**src/rtl/bdm_pkg.sv**
```systemverilog
package bdm_pkg;

  localparam int unsigned FIELD_W = 3;

  // Control register contents (bit 7 of the bus view is the live button)
  typedef struct packed {
    logic               led;
    logic [FIELD_W-1:0] psize;
    logic [FIELD_W-1:0] bank;
  } ctl_t;

  // Qualified bus access
  typedef struct packed {
    logic mem;
    logic io;
    logic rd;
    logic wr;
  } acc_t;

endpackage

```
**src/rtl/bdm_strobe_qual.sv**
```systemverilog
module bdm_strobe_qual
  import bdm_pkg::*;
(
  input  logic mreq_n,
  input  logic iorq_n,
  input  logic rd_n,
  input  logic wr_n,
  output acc_t acc
);

  logic one_req;
  logic one_dir;
  logic legal;

  // Exactly one space and exactly one direction, otherwise nothing is seen
  assign one_req = mreq_n ^ iorq_n;
  assign one_dir = rd_n ^ wr_n;
  assign legal   = one_req & one_dir;

  assign acc.mem = legal & ~mreq_n;
  assign acc.io  = legal & ~iorq_n;
  assign acc.rd  = legal & ~rd_n;
  assign acc.wr  = legal & ~wr_n;

endmodule

```
**src/rtl/bdm_select.sv**
```systemverilog
module bdm_select
  import bdm_pkg::*;
#(
  parameter int unsigned MEM_BLK_W = 3,
  parameter int unsigned IO_BLK_W  = 2,
  parameter int unsigned AUD_BLK   = 6,
  parameter int unsigned VID_BLK   = 7,
  parameter int unsigned CTL_IO    = 0,
  parameter int unsigned AUD_IO    = 1,
  parameter int unsigned VID_IO    = 2,
  parameter int unsigned EXP_IO    = 3
) (
  input  acc_t                 acc,
  input  logic [MEM_BLK_W-1:0] a_hi,
  input  logic [IO_BLK_W-1:0]  a_io,
  output logic                 sram_cs_n,
  output logic                 aud_mem_cs_n,
  output logic                 vid_mem_cs_n,
  output logic                 ctl_rd_cs_n,
  output logic                 ctl_wr_cs_n,
  output logic                 aud_io_cs_n,
  output logic                 vid_io_cs_n,
  output logic                 exp_io_cs_n
);

  localparam int unsigned MEM_BLKS = 1 << MEM_BLK_W;
  localparam int unsigned IO_BLKS  = 1 << IO_BLK_W;

  logic [MEM_BLKS-1:0] mem_hit;
  logic [IO_BLKS-1:0]  io_hit;

  // One hit line per address block
  for (genvar b = 0; b < MEM_BLKS; b++) begin : g_mem
    assign mem_hit[b] = acc.mem && (a_hi == MEM_BLK_W'(b));
  end

  for (genvar b = 0; b < IO_BLKS; b++) begin : g_io
    assign io_hit[b] = acc.io && (a_io == IO_BLK_W'(b));
  end

  // SRAM owns every block below the sound device's block
  assign sram_cs_n    = ~(|mem_hit[AUD_BLK-1:0]);
  assign aud_mem_cs_n = ~mem_hit[AUD_BLK];
  assign vid_mem_cs_n = ~mem_hit[VID_BLK];

  assign ctl_rd_cs_n  = ~(io_hit[CTL_IO] & acc.rd);
  assign ctl_wr_cs_n  = ~(io_hit[CTL_IO] & acc.wr);
  assign aud_io_cs_n  = ~io_hit[AUD_IO];
  assign vid_io_cs_n  = ~io_hit[VID_IO];
  assign exp_io_cs_n  = ~io_hit[EXP_IO];

endmodule

```
**src/rtl/bdm_mmu.sv**
```systemverilog
module bdm_mmu
  import bdm_pkg::*;
#(
  parameter int unsigned PAGE_W     = 2,
  parameter int unsigned SRAM_HI_W  = 3,
  parameter int unsigned SRAM_PAGES = 3
) (
  input  logic [PAGE_W-1:0]    page,
  input  logic [FIELD_W-1:0]   bank,
  input  logic [FIELD_W-1:0]   psize,
  output logic [SRAM_HI_W-1:0] sram_a
);

  localparam logic [FIELD_W-1:0] LIMIT = FIELD_W'(SRAM_PAGES);

  logic [FIELD_W-1:0]   edge_pg;
  logic                 banked;
  logic [SRAM_HI_W-1:0] plain;

  // Boundary page, clamped to the top of the SRAM window
  assign edge_pg = (psize > LIMIT) ? LIMIT : psize;
  assign banked  = FIELD_W'(page) >= edge_pg;
  assign plain   = SRAM_HI_W'(page);
  assign sram_a  = banked ? (plain ^ SRAM_HI_W'(bank)) : plain;

endmodule

```
**src/rtl/bdm_ctl_reg.sv**
```systemverilog
module bdm_ctl_reg
  import bdm_pkg::*;
(
  input  logic               clk,
  input  logic               rst_n,
  input  logic               wr_sel,
  input  logic [$bits(ctl_t)-1:0] wdata,
  input  logic               btn,
  output ctl_t               q,
  output logic [$bits(ctl_t):0] rdata
);

  always_ff @(posedge clk or negedge rst_n) begin
    if (!rst_n)      q <= '0;
    else if (wr_sel) q <= ctl_t'(wdata);
  end

  assign rdata = {btn, q};

  AST_CTL_LOAD: assert property (@(posedge clk) disable iff (!rst_n)
    wr_sel |=> (q == ctl_t'($past(wdata))));

  AST_CTL_HOLD: assert property (@(posedge clk) disable iff (!rst_n)
    !wr_sel |=> $stable(q));

endmodule

```
**src/rtl/bus_decode_mmu.sv**
```systemverilog
module bus_decode_mmu
  import bdm_pkg::*;
#(
  parameter int unsigned MEM_BLK_W  = 3,
  parameter int unsigned IO_BLK_W   = 2,
  parameter int unsigned SRAM_HI_W  = 3,
  parameter int unsigned AUD_BLK    = 6,
  parameter int unsigned VID_BLK    = 7
) (
  input  logic                   clk,
  input  logic                   cpu_rst_n,
  input  logic                   boot_own,
  input  logic                   mreq_n,
  input  logic                   iorq_n,
  input  logic                   rd_n,
  input  logic                   wr_n,
  input  logic [MEM_BLK_W-1:0]   a_hi,
  input  logic [IO_BLK_W-1:0]    a_io,
  input  logic [6:0]             ctl_wdata,
  input  logic                   btn,
  output logic [7:0]             ctl_rdata,
  output logic                   led,
  output logic [SRAM_HI_W-1:0]   sram_a,
  output logic                   sram_cs_n,
  output logic                   aud_mem_cs_n,
  output logic                   aud_io_cs_n,
  output logic                   vid_mem_cs_n,
  output logic                   vid_io_cs_n,
  output logic                   ctl_rd_cs_n,
  output logic                   ctl_wr_cs_n,
  output logic                   exp_io_cs_n,
  output logic                   dev_rst_n
);

  // 16 KB page number is the upper part of the 8 KB block number
  localparam int unsigned PAGE_W     = MEM_BLK_W - 1;
  localparam int unsigned SRAM_PAGES = AUD_BLK / 2;

  acc_t acc;
  ctl_t ctl_q;

  // Peripherals leave reset early when the boot controller owns them
  assign dev_rst_n = cpu_rst_n | boot_own;

  bdm_strobe_qual u_qual (
    .mreq_n (mreq_n),
    .iorq_n (iorq_n),
    .rd_n   (rd_n),
    .wr_n   (wr_n),
    .acc    (acc)
  );

  bdm_select #(
    .MEM_BLK_W (MEM_BLK_W),
    .IO_BLK_W  (IO_BLK_W),
    .AUD_BLK   (AUD_BLK),
    .VID_BLK   (VID_BLK)
  ) u_sel (
    .acc          (acc),
    .a_hi         (a_hi),
    .a_io         (a_io),
    .sram_cs_n    (sram_cs_n),
    .aud_mem_cs_n (aud_mem_cs_n),
    .vid_mem_cs_n (vid_mem_cs_n),
    .ctl_rd_cs_n  (ctl_rd_cs_n),
    .ctl_wr_cs_n  (ctl_wr_cs_n),
    .aud_io_cs_n  (aud_io_cs_n),
    .vid_io_cs_n  (vid_io_cs_n),
    .exp_io_cs_n  (exp_io_cs_n)
  );

  bdm_ctl_reg u_ctl (
    .clk    (clk),
    .rst_n  (dev_rst_n),
    .wr_sel (~ctl_wr_cs_n),
    .wdata  (ctl_wdata),
    .btn    (btn),
    .q      (ctl_q),
    .rdata  (ctl_rdata)
  );

  bdm_mmu #(
    .PAGE_W     (PAGE_W),
    .SRAM_HI_W  (SRAM_HI_W),
    .SRAM_PAGES (SRAM_PAGES)
  ) u_mmu (
    .page   (a_hi[MEM_BLK_W-1 -: PAGE_W]),
    .bank   (ctl_q.bank),
    .psize  (ctl_q.psize),
    .sram_a (sram_a)
  );

  assign led = ctl_q.led;

  logic [7:0] cs_n_vec;
  assign cs_n_vec = {sram_cs_n, aud_mem_cs_n, aud_io_cs_n, vid_mem_cs_n,
                     vid_io_cs_n, ctl_rd_cs_n, ctl_wr_cs_n, exp_io_cs_n};

  AST_ONE_SELECT: assert property (@(posedge clk) disable iff (!dev_rst_n)
    $countones(~cs_n_vec) <= 1);

  AST_IDLE_NO_SELECT: assert property (@(posedge clk) disable iff (!dev_rst_n)
    ((mreq_n == iorq_n) || (rd_n == wr_n)) |-> (&cs_n_vec));

  AST_SRAM_RANGE: assert property (@(posedge clk) disable iff (!dev_rst_n)
    !sram_cs_n |-> (!mreq_n && (a_hi < MEM_BLK_W'(AUD_BLK))));

endmodule

```
**config.mk**
```make
export PLATFORM = sky130hd
export DESIGN_NAME = bus_decode_mmu
export DESIGN_NICKNAME = d
export VERILOG_FILES = /design/src/rtl/bdm_pkg.sv /design/src/rtl/bdm_strobe_qual.sv /design/src/rtl/bdm_select.sv /design/src/rtl/bdm_mmu.sv /design/src/rtl/bdm_ctl_reg.sv /design/src/rtl/bus_decode_mmu.sv
export SDC_FILE = /design/constraint.sdc
export NUM_CORES = 1
export LEC_CHECK = 0
export ABC_CLOCK_PERIOD_IN_PS = 1700
export BUFFER_PORTS_ARGS = -buffer_cell sky130_fd_sc_hd__buf_2
export CAP_MARGIN = 10
export CORE_MARGIN = 1
export CORE_UTILIZATION = 36
export CTS_CLUSTER_DIAMETER = 200
export CTS_CLUSTER_SIZE = 10
export DETAILED_ROUTE_END_ITERATION = 16
export PLACE_DENSITY = 0.76
export SETUP_SLACK_MARGIN = 0.1
export SYNTH_ARGS = -nofsm -noshare
export SYNTH_HDL_FRONTEND = slang
export SYNTH_SLANG_ARGS = --single-unit
```
**constraint.sdc**
```tcl
create_clock -name clk -period 1.7 [get_ports clk]
set_input_delay 0.17 -clock clk [delete_from_list [all_inputs] [get_ports clk]]
set_output_delay 0.17 -clock clk [all_outputs]
set_load 0.02 [all_outputs]
```
== Yosys cells after proc, flatten, opt, wreduce, memory -nomap -nowiden ==
Index checks and enable logic that the tools add are counted.

* Order comparisons: 2
* Equality and inequality tests: 10
* Mux-type cells: 2
* Bitwise operators: 23
* Reductions and logical operators: 15

{| class="wikitable"
|+ Operator list
! kind !! count
|-
| == test 3 bit (second input constant) || 4
|-
| logical AND 1 bit || 12
|-
| inverter 1 bit || 12
|-
| bitwise AND 1 bit || 7
|-
| == test 3 x 2 -> 1 bit (second input constant) || 2
|-
| 2-to-1 mux 3 bit || 2
|-
| OR reduction 6 bit || 1
|-
| == test 2 bit (second input constant) || 2
|-
| == test 3 x 1 -> 1 bit (second input constant) || 1
|-
| greater-or-equal comparator 2 x 3 -> 1 bit || 1
|-
| > comparator 3 x 2 -> 1 bit (second input constant) || 1
|-
| logical NOT 3 bit || 1
|-
| bitwise XOR 2 x 3 -> 3 bit || 1
|-
| == test 2 x 1 -> 1 bit (second input constant) || 1
|-
| logical NOT 2 bit || 1
|-
| bitwise XOR 1 bit || 2
|-
| bitwise OR 1 bit || 1
|}

* Register bits: 7
* Output and inout port bits: 21
* Word-level logic and storage cells: 55

== Depth between registers and ports, before layout ==
Gate-level depths: netlist (run 1).

* Word-level depth: 6
* Mapped depth: 5
* Gate-level depth less buffers: 5

== Cells and area by module ==
From an unflattened synthesis (run 1), not the netlist that was laid out.

* Cell total of the unflattened synthesis: 54
* Area total of the unflattened synthesis: 580.6 um2

{| class="wikitable"
|+ Modules (own cells, without submodules)
! module !! times used !! cells an instance !! area an instance (um2) !! sequential area each (um2)
|-
| bdm_ctl_reg || 1 || 23 || 351.6 || 175.2
|-
| bdm_mmu || 1 || 15 || 103.8 || 0.0
|-
| bdm_select || 1 || 8 || 67.6 || 0.0
|-
| bdm_strobe_qual || 1 || 6 || 47.5 || 0.0
|-
| bus_decode_mmu || 1 || 2 || 10.0 || 0.0
|}

== Worst setup path before layout (run 1) ==
Ideal clock, no wire load.

* Path kind: register to output
* Start point: register u_ctl.q[5] (netlist name)
* End point: output sram_a[0]
* Arrival: 1.748 ns
* Data required time: 1.530 ns
* Path slack: -0.218 ns
* Cell stages (with the launch flop): 6
* Cell sequence: dfrtp_1 > or2_2 > ha_1 > nor3b_1 > nor2_1 > xnor2_1

* Cells in the longest elaborated chain, start to end: 4

{| class="wikitable"
|+ Ends and longest elaborated chain
! element !! line !! text
|-
| start, declared || bdm_ctl_reg.sv:9 || <nowiki>output ctl_t q,</nowiki>
|-
| start signal, assigned || bdm_ctl_reg.sv:15 || <nowiki>else if (wr_sel) q <= ctl_t'(wdata);</nowiki>
|-
| > comparator 3 x 2 -> 1 bit || bdm_mmu.sv:21 || <nowiki>assign edge_pg = (psize > LIMIT) ? LIMIT : psize;</nowiki>
|-
| 2-to-1 mux 3 bit * || bdm_mmu.sv:21 ||
|-
| greater-or-equal comparator 2 x 3 -> 1 bit * || bdm_mmu.sv:22 || <nowiki>assign banked = FIELD_W'(page) >= edge_pg;</nowiki>
|-
| 2-to-1 mux 3 bit * || bdm_mmu.sv:24 || <nowiki>assign sram_a = banked ? (plain ^ SRAM_HI_W'(bank)) : plain;</nowiki>
|-
| end, declared || bus_decode_mmu.sv:23 || <nowiki>output logic [SRAM_HI_W-1:0] sram_a,</nowiki>
|}

Every way passes the cells marked *; elsewhere a longest branch is shown, timed or not.

== Worst setup path after layout (run 1) ==
* Start point: register u_ctl.q[3] (netlist name)
* End point: output sram_a[0]

Same word-level chain as after synthesis.

==> metrics, run 1 <==
status=complete, but fails checks; violated checks=setup timing; height of the die=a little under 40 um; largest area contributor in the netlist=dfrtp_1; first drt pass iteration count=2; Pleak=approximately 0.0004 uW; Iter 0 DRT Violations=3; Initial Utilization=roughly 39%; IO Port Bufs=38; GRT Total Usage=14.7%; Setup TNS=-360 ps; met2 Usage GRT=between 20% and 30%; core box area=roughly 1300 sq um; slowest cell on the critical path=dfrtp_2; Reg with most FFs=u_ctl.q; crit share post-route=109%; met1 GRT Util=17.5%; Clock Pin Slew Worst Setup and Hold Paths=~50 ps; crit path kind=reg -> out; clk buf depth=2; Cell Chain, Critical Path=or2_4, ha_4, nor3b_4, nor2_2, xnor2_2, buf_4; syn avg cell area=approximately 11 sq um; cell-internal power=about 460 uW; WL/cell=roughly 9.7 um; first-pass GRT wire length=approximately 1500 um; fillers=between 100 and 150; maxcap violations=0; crit path DAT=1690 ps; post-synth top area share=35.4%; CTS H-Tree Depth=1; Final Setup Violations=3; Worst Hold Class=in -> reg; mapped cell area=495 sq um; Rel. slew slack=approximately 75%; hold_ws=approximately 160 ps; delay-heaviest family, CP=simple AND/OR/NAND/NOR gates; biggest regs=u_ctl.q (7); Die X-Extent=around 39 um; antenna diode count=0; Max Fclk=about 540 MHz; Synth Flop Type=dfrtp_1; initial antenna violation count=0; async set or reset register ratio after synthesis=100%; Synth Instances=46; largest cells by area after synthesis=dfrtp_1 (35%), mux2_2 (16%), ha_1 (5.1%); sequential power share=between 30% and 40%; TritonCTS clock tree=built; Vias=489; site row count=13; fin. max-slew vios=0; clk root buf=clkbuf_4; via/cell ratio=~4.7; crit path buf inv count=1; vias in the first global route=381; post-layout util=around 63%; I/O Pins=41; total gr overflow=0; combinational fraction of design power=roughly 49%; Clock Sinks=7; NetSw=between 200 and 300 uW; Final WS setup=-155 ps; clock power share=between 20 and 25%; crit end category=primary output; synthesis-stage register bit count=7; max reg flops=7; switching part of the total=36.0%; final hold viol count=0; Slowest Stage Delay on Critical Path=slightly below 400 ps; required time worst endpoint=about 1500 ps; Remaining DRCs=0; Slew @ Worst Pin=~370 ps; share of cells above drive strength 1=68.5%; Area Growth Syn to Fin=62.1%; Num CTS Buffers=3; Min Clock Period, post-route=approximately 1900 ps; pre-CTS setup slack=around 82 ps; Placed Cells=slightly below 100; P per Cell Area=about 900 nW/um^2; critical-path maximum fanout=2; Die Area=1530 sq um; number of synthesized flops with an enable pin=0; Final Skew=0 ps; DRT antenna net count=0; RSZ-0062 raised after global routing=yes; Syn Nets=68; sequential share of the synthesized area=a little over a third; Yosys warnings=0; met3 Usage GRT=~3.5%; largest net degree at the start of global routing=9; CP startpoint kind=flip-flop; clk_lat worst skew=around 250 ps; GRT Max-Usage Layer=met2; Yosys cell types=20; Commonest cells post-synth=dfrtp_1 (7), mux2_2 (7); Peak supply drop=0.538 mV; Routed WL=roughly 1000 um; final net count=112; final instance count without filler cells=roughly 100; gpl congestion=between 0.6 and 0.7
-- path summary, 6_finish.rpt --
check	from	end	slack, ps	depth (start not counted)
setup reg to reg	u_ctl.q[3]$_DFFE_PN0P_	u_ctl.q[3]$_DFFE_PN0P_	810	2
min in group asynchronous	boot_own	u_ctl.q[6]$_DFFE_PN0P_	430	3
setup / recovery	u_ctl.q[3]$_DFFE_PN0P_	sram_a[0]	-160	6
hold reg to reg	u_ctl.q[0]$_DFFE_PN0P_	u_ctl.q[0]$_DFFE_PN0P_	530	1
max in group asynchronous	cpu_rst_n	u_ctl.q[3]$_DFFE_PN0P_	480	4
hold / removal	ctl_wdata[6]	u_ctl.q[6]$_DFFE_PN0P_	160	2
-- stage by stage --
stage / power [uW] / area, sq um
5_1_grt: 781 / 803
3_3_place_gp: 535 / 727
3_5_place_dp: 541 / 727
6_report: 723 / 803
4_1_cts: 733 / 800
2_1_floorplan: 446 / 533
-- final cells by class --
type,count,area [sq um],area share [%]
Sequential cell,7,178,22.1
Tap cell,15,18.8,2.34
Timing Repair Buffer,41,229,28.5
Multi-Input combinational cell,36,348,43.3
Inverter,1,3.75,0.467
Clock buffer,4,26.3,3.27
-- placed cells by master, fill, tap and decap left out, types with 2 or more instances in the layout --
cell            n
buf_2          35
buf_4           3
clkbuf_4        3
dfrtp_1         5
dfrtp_2         2
dlygate4sd3_1   2
mux2_2          7
nand2_1         3
nand2b_1        2
nand3b_1        3
nor2_2          2
nor3b_1         2
o21ai_0         2
-- cells by family after synthesis --
group | count (synthesis) | synth area share [%]
simple gates | 21 | 31.6
mux | 7 | 15.9
flops | 7 | 35.4
compound gates | 3 | 3.03
xor+xnor | 3 | 5.30
buf+inv | 3 | 3.79
fa+ha+maj | 2 | 5.05
-- what timing repair did --
| action | 4_1_cts | 5_1_grt |
|---|---|---|
| endpoints found under the hold margin | 7 | 0 |
| endpoints found under the setup margin | 3 | 3 |
| setup buffers | 1 | 0 |
| cloned | 0 | 0 |
| resized for setup | 6 | 1 |
| hold buffers | 2 | 0 |
| pin swaps | 1 | 0 |
-- routing by layer --
layer | vias to the layer above | wire, um
met3 | 0 | 92
met4 | 0 | 0
met5 | - | 0
li1 | 246 | -
met1 | 215 | 428
met2 | 28 | 490
-- power groups by stage --
| stage | registers [uW] | clock network [uW] | logic [uW] |
|---|---|---|---|
| after floorplan | 266 | 0 | 180 |
| after global placement | 226 | 0 | 309 |
| after detailed placement | 226 | 0 | 315 |
| after CTS | 224 | 156 | 353 |
| after global routing | 228 | 170 | 383 |
| final | 223 | 147 | 353 |
(Power assumes the default switching activity.)
==> run 2: changes to the inputs <==
- ABC_AREA: not set -> 1
- CORE_UTILIZATION: 36 -> 39
- PLACE_DENSITY: 0.76 -> 0.77
==> run 2 against run 1 <==
  * The flow still finishes with violations (setup timing)
  * Via count increased by 21%
  * Largest power group unchanged
  * Critical path depth is the same
  * Clock power about the same
  * Design area increased by 11%
  * Cell count rose by 28%
  * Sequential power barely moved
  * Count of clock-buffer cells in the layout unchanged
  * Global-route usage up 1.6 points
  * Total power grew 13%
  * Critical path type unchanged
  * Worst setup slack better by 45 ps
==> metrics, run 2 <==
status=complete, but fails checks (unchanged); violated checks=setup timing (unchanged); hold worst-path end=u_ctl.q[5]$_DFFE_PN0P_ (was u_ctl.q[6]$_DFFE_PN0P_); Yosys cell types=21 (was 20); RR Startpoint=u_ctl.q[5]$_DFFE_PN0P_ (was u_ctl.q[3]$_DFFE_PN0P_); Commonest cells post-synth=nand2_1 (18), inv_1 (16), dfrtp_1 (7), o21ai_2 (7), nor2_1 (5) (was dfrtp_1 (7), mux2_2 (7)); crit path DAT=1640 ps (was 1690 ps); async set or reset register ratio after synthesis=100% (unchanged); Final WS setup=-111 ps (was -155 ps); synthesis-stage register bit count=7 (unchanged); Final Skew=0 ps (unchanged); Rel. slew slack=78.5% (was 75.3%); P per Cell Area=916 nW/um^2 (was 901 nW/um^2); DPL Wire Length=between 900 and 1000 um; antenna diode count=0 (unchanged); most common cell after layout, fill and taps aside=buf_2 (unchanged); mapped cell area=567 sq um (was 495 sq um); Reg with most FFs=u_ctl.q (unchanged); first drt pass iteration count=2 (unchanged); largest cells by area after synthesis=dfrtp_1 (31%), nand2_1 (12%), o21ai_2 (11%) (was dfrtp_1 (35%), mux2_2 (16%), ha_1 (5.1%)); Routed WL=1240 um (was 1010 um); NetSw=334 uW (was 260 uW); core box area=1330 sq um (was 1280 sq um); critical-path maximum fanout=4 (was 2); clock power share=17.8% (was 20.3%); post-synth top area share=30.9% (was 35.4%); largest area contributor in the netlist=dfrtp_1 (unchanged); Pleak=0.000490 uW (was 0.000394 uW); first-pass GRT wire length=1790 um (was 1480 um); sequential share of the synthesized area=30.9% (was 35.4%); top-count cell post-synth=nand2_1; Final Instance Area=895 sq um (was 803 sq um); crit share post-route=107% (was 109%); initial antenna violation count=0 (unchanged); Die X-Extent=40.1 um (was 39.1 um); final net count=141 (was 112); Peak supply drop=0.546 mV (was 0.538 mV); Cell Area, Placed=790 sq um (was 727 sq um); Min Clock Period, post-route=1810 ps (was 1860 ps); Vias=594 (was 489); fin. max-slew vios=0 (unchanged); Slowest Stage Delay on Critical Path=400 ps (was 390 ps); site row count=13 (unchanged); maxcap violations=0 (unchanged); RSZ-0062 raised after global routing=yes (unchanged); DRT antenna net count=0 (unchanged); vias in the first global route=500 (was 381); Final Setup Violations=3 (unchanged); height of the die=40.1 um (was 39.1 um); IO Port Bufs=38 (unchanged); Clock Pin Slew Worst Setup and Hold Paths=50 ps (about the same); WL/cell=9.32 um (was 9.72 um); clk buf depth=2 (unchanged); clk_lat worst skew=240 ps (was 250 ps); I/O Pins=41 (unchanged); Cell Chain, Critical Path=or2_4, ha_4, o21ai_4, nand2_4, o21ai_4, buf_6 (was or2_4, ha_4, nor3b_4, nor2_2, xnor2_2, buf_4); most frequent cells in the layout=buf_2 (35), inv_1 (15), nand2_1 (13) (was buf_2 (35), mux2_2 (7), dfrtp_1 (5)); sequential power share=27.6% (was 30.9%); Worst Hold Class=in -> reg (unchanged); CP startpoint kind=flip-flop (unchanged); R2R depth=3 (was 2); slowest cell on the critical path=dfrtp_2 (unchanged); Num CTS Buffers=3 (unchanged); cell-internal power=486 uW (was 463 uW); gpl congestion=0.622 (was 0.694); combinational fraction of design power=54.6% (was 48.9%); share of cells above drive strength 1=60.2% (was 68.5%); max reg flops=7 (unchanged); total gr overflow=0 (unchanged); worst hold path stage count=3 (was 2); Max Fclk=552 MHz (was 539 MHz); Synth Instances=75 (was 46); Die Area=1610 sq um (was 1530 sq um); Area Growth Syn to Fin=57.8% (was 62.1%); Power, Total=820 uW (was 723 uW); number of synthesized flops with an enable pin=0 (unchanged); critical path's most frequent cell=o21ai_4; required time worst endpoint=1530 ps (about the same); reg2reg setup slack=920 ps (was 810 ps); biggest regs=u_ctl.q (7) (unchanged); r2r endpoint=u_ctl.q[5]$_DFFE_PN0P_ (was u_ctl.q[3]$_DFFE_PN0P_); Syn Nets=97 (was 68); Slew @ Worst Pin=321 ps (was 366 ps); via/cell ratio=4.47 (was 4.70); Synth Flop Type=dfrtp_1 (unchanged); Initial Utilization=42.5% (was 38.6%); TritonCTS clock tree=built (unchanged); syn avg cell area=7.56 sq um (was 10.8 sq um); hold path start=ctl_wdata[5] (was ctl_wdata[6]); delay-heaviest family, CP=flip-flops (was simple AND/OR/NAND/NOR gates); clk root buf=clkbuf_4 (unchanged); crit path buf inv count=1 (unchanged); GRT Total Usage=16.3% (was 14.7%); Iter 0 DRT Violations=1 (was 3); crit end category=primary output (unchanged); Setup TNS=-290 ps (was -360 ps); largest net degree at the start of global routing=16 (was 9); CTS H-Tree Depth=1 (unchanged); Yosys warnings=0 (unchanged); Remaining DRCs=0 (unchanged); final hold viol count=0 (unchanged); crit path kind=reg -> out (unchanged); switching part of the total=40.7% (was 36.0%); Clock Sinks=7 (unchanged)
[run 2: changes by cell type after synthesis, moves of 2 or more]
cell	before	now
inv_1	1	16
nand2_1	3	18
mux2_2	7	0
o21ai_2	0	7
nor3b_1	3	0
nand2_2	0	2
nand2b_1	2	0
nand3b_1	3	1
nor2_1	3	5
o21ai_0	2	0
o21ai_1	0	2
[run 2: worst max path at each step]
stage | startpoint | endpoint | cells past startpoint | slack [ps]
3_3_place_gp | u_ctl.q[5]$_DFFE_PN0P_ | sram_a[0] | 6 | 120
4_1_cts | u_ctl.q[5]$_DFFE_PN0P_ | sram_a[0] | 7 | -120
2_1_floorplan | u_ctl.q[5]$_DFFE_PN0P_ | sram_a[0] | 5 | 160
3_5_place_dp | u_ctl.q[5]$_DFFE_PN0P_ | sram_a[0] | 6 | 100
6_report | u_ctl.q[5]$_DFFE_PN0P_ | sram_a[0] | 6 | -110
5_1_grt | u_ctl.q[5]$_DFFE_PN0P_ | sram_a[0] | 6 | -170
[run 2: logic make-up after synthesis]
| logic type | synth area share [%] |
|---|---|
| compound gates | 12.6 |
| buf+inv | 15.9 |
| fa+ha+maj | 4.41 |
| flops | 30.9 |
| xor+xnor | 4.64 |
| simple gates | 31.6 |
[run 2: metal layers]
| metal | vias up | global-route usage, % | routed length (um) | part of all wire, % |
|---|---|---|---|---|
| met4 | 0 | 5.17 | 8 | 0.65 |
| met5 | - | 0 | 0 | 0 |
| met3 | 2 | 3.33 | 84 | 6.8 |
| met2 | 29 | 30.2 | 615 | 50 |
| li1 | 313 | - | - | - |
| met1 | 250 | 18.2 | 531 | 43 |
[run 2: timing repair]
| action | 4_1_cts | 5_1_grt |
|---|---|---|
| pin swaps | 5 | 5 |
| hold buffers | 2 | 0 |
| endpoints found under the hold margin | 7 | 0 |
| buffers inserted | 2 | 0 |
| setup endpoints to repair | 3 | 3 |
| resized for setup | 6 | 7 |
[run 2: worst reg2reg max path, delay by kind of cell (launching register included)]
family	cells	cell delay [ps]
flip-flops	1	400
AO/OA/AOI/OAI	1	60
AND/OR/NAND/NOR	1	70
buffers and inverters	1	140
[run 2: power groups by stage]
stage | registers [uW] | clock network, uW | logic (uW)
floorplan | 266 | 0 | 221
global placement | 229 | 0 | 349
detailed placement | 231 | 0 | 356
CTS | 224 | 150 | 407
global route | 230 | 165 | 486
finish | 226 | 146 | 448
[run 2: metrics by stage]
stage               setup WS, ps  instances  utilization (%)  hold slack [ps]
floorplan                    160         75                -             37.7
global placement             123        125             59.2             99.3
detailed placement          95.8        125             59.2              102
CTS                         -117        133             65.2              161
global route                -173        133             67.1              157
finish                      -111        133             67.1              164
[run 2: cell type report]
| class | instances | area (sq um) |
|---|---|---|
| multi-input combinational | 48 | 364 |
| fill | 124 | 439 |
| tap | 15 | 18.8 |
| sequential | 7 | 178 |
| inverter | 17 | 63.8 |
| clock buffer | 4 | 26.3 |
| timing repair buffer | 42 | 244 |
==> run 3: changes to the inputs <==
- BUFFER_PORTS_ARGS: -buffer_cell sky130_fd_sc_hd__buf_2 -> not set
- CORE_AREA: not set -> 2 2 39 41
- CORE_MARGIN: 1 -> not set
- CORE_UTILIZATION: 39 -> not set
- DIE_AREA: not set -> 0 0 41 43
- DONT_BUFFER_PORTS: not set -> 1
- PLACE_DENSITY: 0.77 -> not set
==> run 3 against run 2 <==
  * The run still ends with setup timing left
  * Core utilization down 18 points
  * Count of clock-buffer cells in the layout did not move
  * Routed wire length fell by 19%
  * Sequential power up 15%
  * Clock power about the same
  * Die area grew 9.5%
  * Largest cell class unchanged
  * Largest power group unchanged
==> metrics, run 3 (synthesized netlist as in run 2, its figures left out) <==
Die X-Extent=41 um (was 40.1 um); first drt pass iteration count=1 (was 2); Vias=457 (was 594); CTS H-Tree Depth=1 (unchanged); WL/cell=10.4 um (was 9.32 um); DPL Wire Length=833 um (was 965 um); critical path's most frequent cell=o21ai_4 (unchanged); violated checks=setup timing (unchanged); slowest cell on the critical path=dfrtp_2 (unchanged); core box area=1380 sq um (was 1330 sq um); Slew @ Worst Pin=392 ps (was 321 ps); critical-path maximum fanout=4 (unchanged); r2r endpoint=u_ctl.q[6]$_DFFE_PN0P_ (was u_ctl.q[5]$_DFFE_PN0P_); Reg with most FFs=u_ctl.q (unchanged); Area Growth Syn to Fin=19.4% (was 57.8%); setup repair bufs after CTS=0 (was 2); Cell Area, Placed=616 sq um (was 790 sq um); Final Instance Area=677 sq um (was 895 sq um); hold path start=ctl_wdata[5] (unchanged); Num CTS Buffers=3 (unchanged); Initial Utilization=41.0% (was 42.5%); crit share post-route=101% (was 107%); DRT antenna net count=0 (unchanged); Iter 0 DRT Violations=0 (was 1); Final Skew=0 ps (unchanged); clk root buf=clkbuf_4 (unchanged); height of the die=43 um (was 40.1 um); final net count=103 (was 141); post-layout util=48.9% (was 67.1%); max reg flops=7 (unchanged); Slowest Stage Delay on Critical Path=390 ps (was 400 ps); gpl congestion=0.684 (was 0.622); reg2reg setup slack=850 ps (was 920 ps); GRT Total Usage=12.8% (was 16.3%); site row count=14 (was 13); clk buf depth=2 (unchanged); maxcap violations=0 (unchanged); Min Clock Period, post-route=1710 ps (was 1810 ps); worst hold path stage count=2 (was 3); status=complete, but fails checks (unchanged); crit path kind=reg -> out (unchanged); first-pass GRT wire length=1520 um (was 1790 um); clk_lat worst skew=240 ps (about the same); Setup TNS=-9.62 ps (was -290 ps); most frequent cells in the layout=inv_1 (15), nand2_1 (15), o21ai_2 (7) (was buf_2 (35), inv_1 (15), nand2_1 (13)); TritonCTS clock tree=built (unchanged); via/cell ratio=4.76 (was 4.47); Worst Hold Class=in -> reg (unchanged); antenna diode count=0 (unchanged); required time worst endpoint=1530 ps (about the same); Max Fclk=585 MHz (was 552 MHz); Routed WL=998 um (was 1240 um); RR Startpoint=u_ctl.q[6]$_DFFE_PN0P_ (was u_ctl.q[5]$_DFFE_PN0P_); RSZ-0062 raised after global routing=yes (unchanged); fin. max-slew vios=0 (unchanged); Peak supply drop=0.508 mV (was 0.546 mV); CP startpoint kind=flip-flop (unchanged); Final WS setup=-9.62 ps (was -111 ps); Clock Pin Slew Worst Setup and Hold Paths=50 ps (about the same); Power, Total=688 uW (was 820 uW); P per Cell Area=1020 nW/um^2 (was 916 nW/um^2); IO Port Bufs=0 (was 38); biggest regs=u_ctl.q (7) (unchanged); hold worst-path end=u_ctl.q[5]$_DFFE_PN0P_ (unchanged); vias in the first global route=413 (was 500); pre-CTS setup slack=193 ps (was 95.8 ps); largest net degree at the start of global routing=16 (unchanged); total gr overflow=0 (unchanged); Die Area=1760 sq um (was 1610 sq um); delay-heaviest family, CP=flip-flops (unchanged); R2R depth=2 (was 3); Clock Sinks=7 (unchanged); final hold viol count=0 (unchanged); crit path DAT=1540 ps (was 1640 ps); crit path buf inv count=0 (was 1); I/O Pins=41 (unchanged); share of cells above drive strength 1=38.8% (was 60.2%); initial antenna violation count=0 (unchanged); Final Setup Violations=1 (was 3); Remaining DRCs=0 (unchanged); crit end category=primary output (unchanged); Cell Chain, Critical Path=or2_4, ha_4, o21ai_4, nand2_4, o21ai_4 (was or2_4, ha_4, o21ai_4, nand2_4, o21ai_4, buf_6); Rel. slew slack=73.8% (was 78.5%); Pleak=0.000336 uW (was 0.000490 uW)
run 3: cell types whose count changed in the layout (fill, tap and decap cells not counted):
| cell | change |
|---|---|
| nand2_2 | -1 |
| nand2_1 | +2 |
| nand2_4 | -1 |
| buf_2 | -35 |
| buf_6 | -3 |
run 3: what timing repair did:
action | in CTS | in global routing
resized for setup | 4 | 0
pin swaps | 2 | 0
hold buffers | 2 | 0
setup endpoints to repair | 3 | 3
hold endpoints to repair | 7 | 0
run 3: worst max-delay path by stage:
stage / startpoint / endpoint / slack (ps) / cells past startpoint
final: u_ctl.q[5]$_DFFE_PN0P_ / sram_a[0] / -10 / 5
after global routing: u_ctl.q[5]$_DFFE_PN0P_ / sram_a[0] / -90 / 5
after CTS: u_ctl.q[5]$_DFFE_PN0P_ / sram_a[0] / -30 / 5
after detailed placement: u_ctl.q[5]$_DFFE_PN0P_ / sram_a[0] / 190 / 6
after global placement: u_ctl.q[5]$_DFFE_PN0P_ / sram_a[0] / 210 / 5
after floorplan: u_ctl.q[5]$_DFFE_PN0P_ / sram_a[0] / 160 / 5
run 3: final cells by class:
cell class / count / area [sq um]
flip-flops and latches: 7 / 178
inverters: 17 / 63.8
multi-input cells: 48 / 354
fillers: 142 / 707
well taps: 16 / 20.0
repair buffers: 4 / 35.0
clock buffers: 4 / 26.3
run 3: metal layers:
metal	vias up	global-route usage, %	share of wire [%]
met5	-	0	0
met4	0	8.00	0.60
met3	2	3.66	11
met2	26	20.3	47
met1	195	14.0	41
li1	234	-	-
run 3: power by group:
part | switching [uW] | internal, uW | total [uW] | leakage, uW
logic | 166 | 112 | 279 | 0.000234
clock network | 59.6 | 89.5 | 149 | 0.0000150
registers | 61.4 | 199 | 260 | 0.0000870
run 3: metrics by stage:
stage / hold slack, ps / cells
global route: 52.6 / 96
CTS: 52.1 / 96
detailed placement: 67.6 / 90
finish: 56.9 / 96
global placement: 66.3 / 90
floorplan: 37.7 / 75
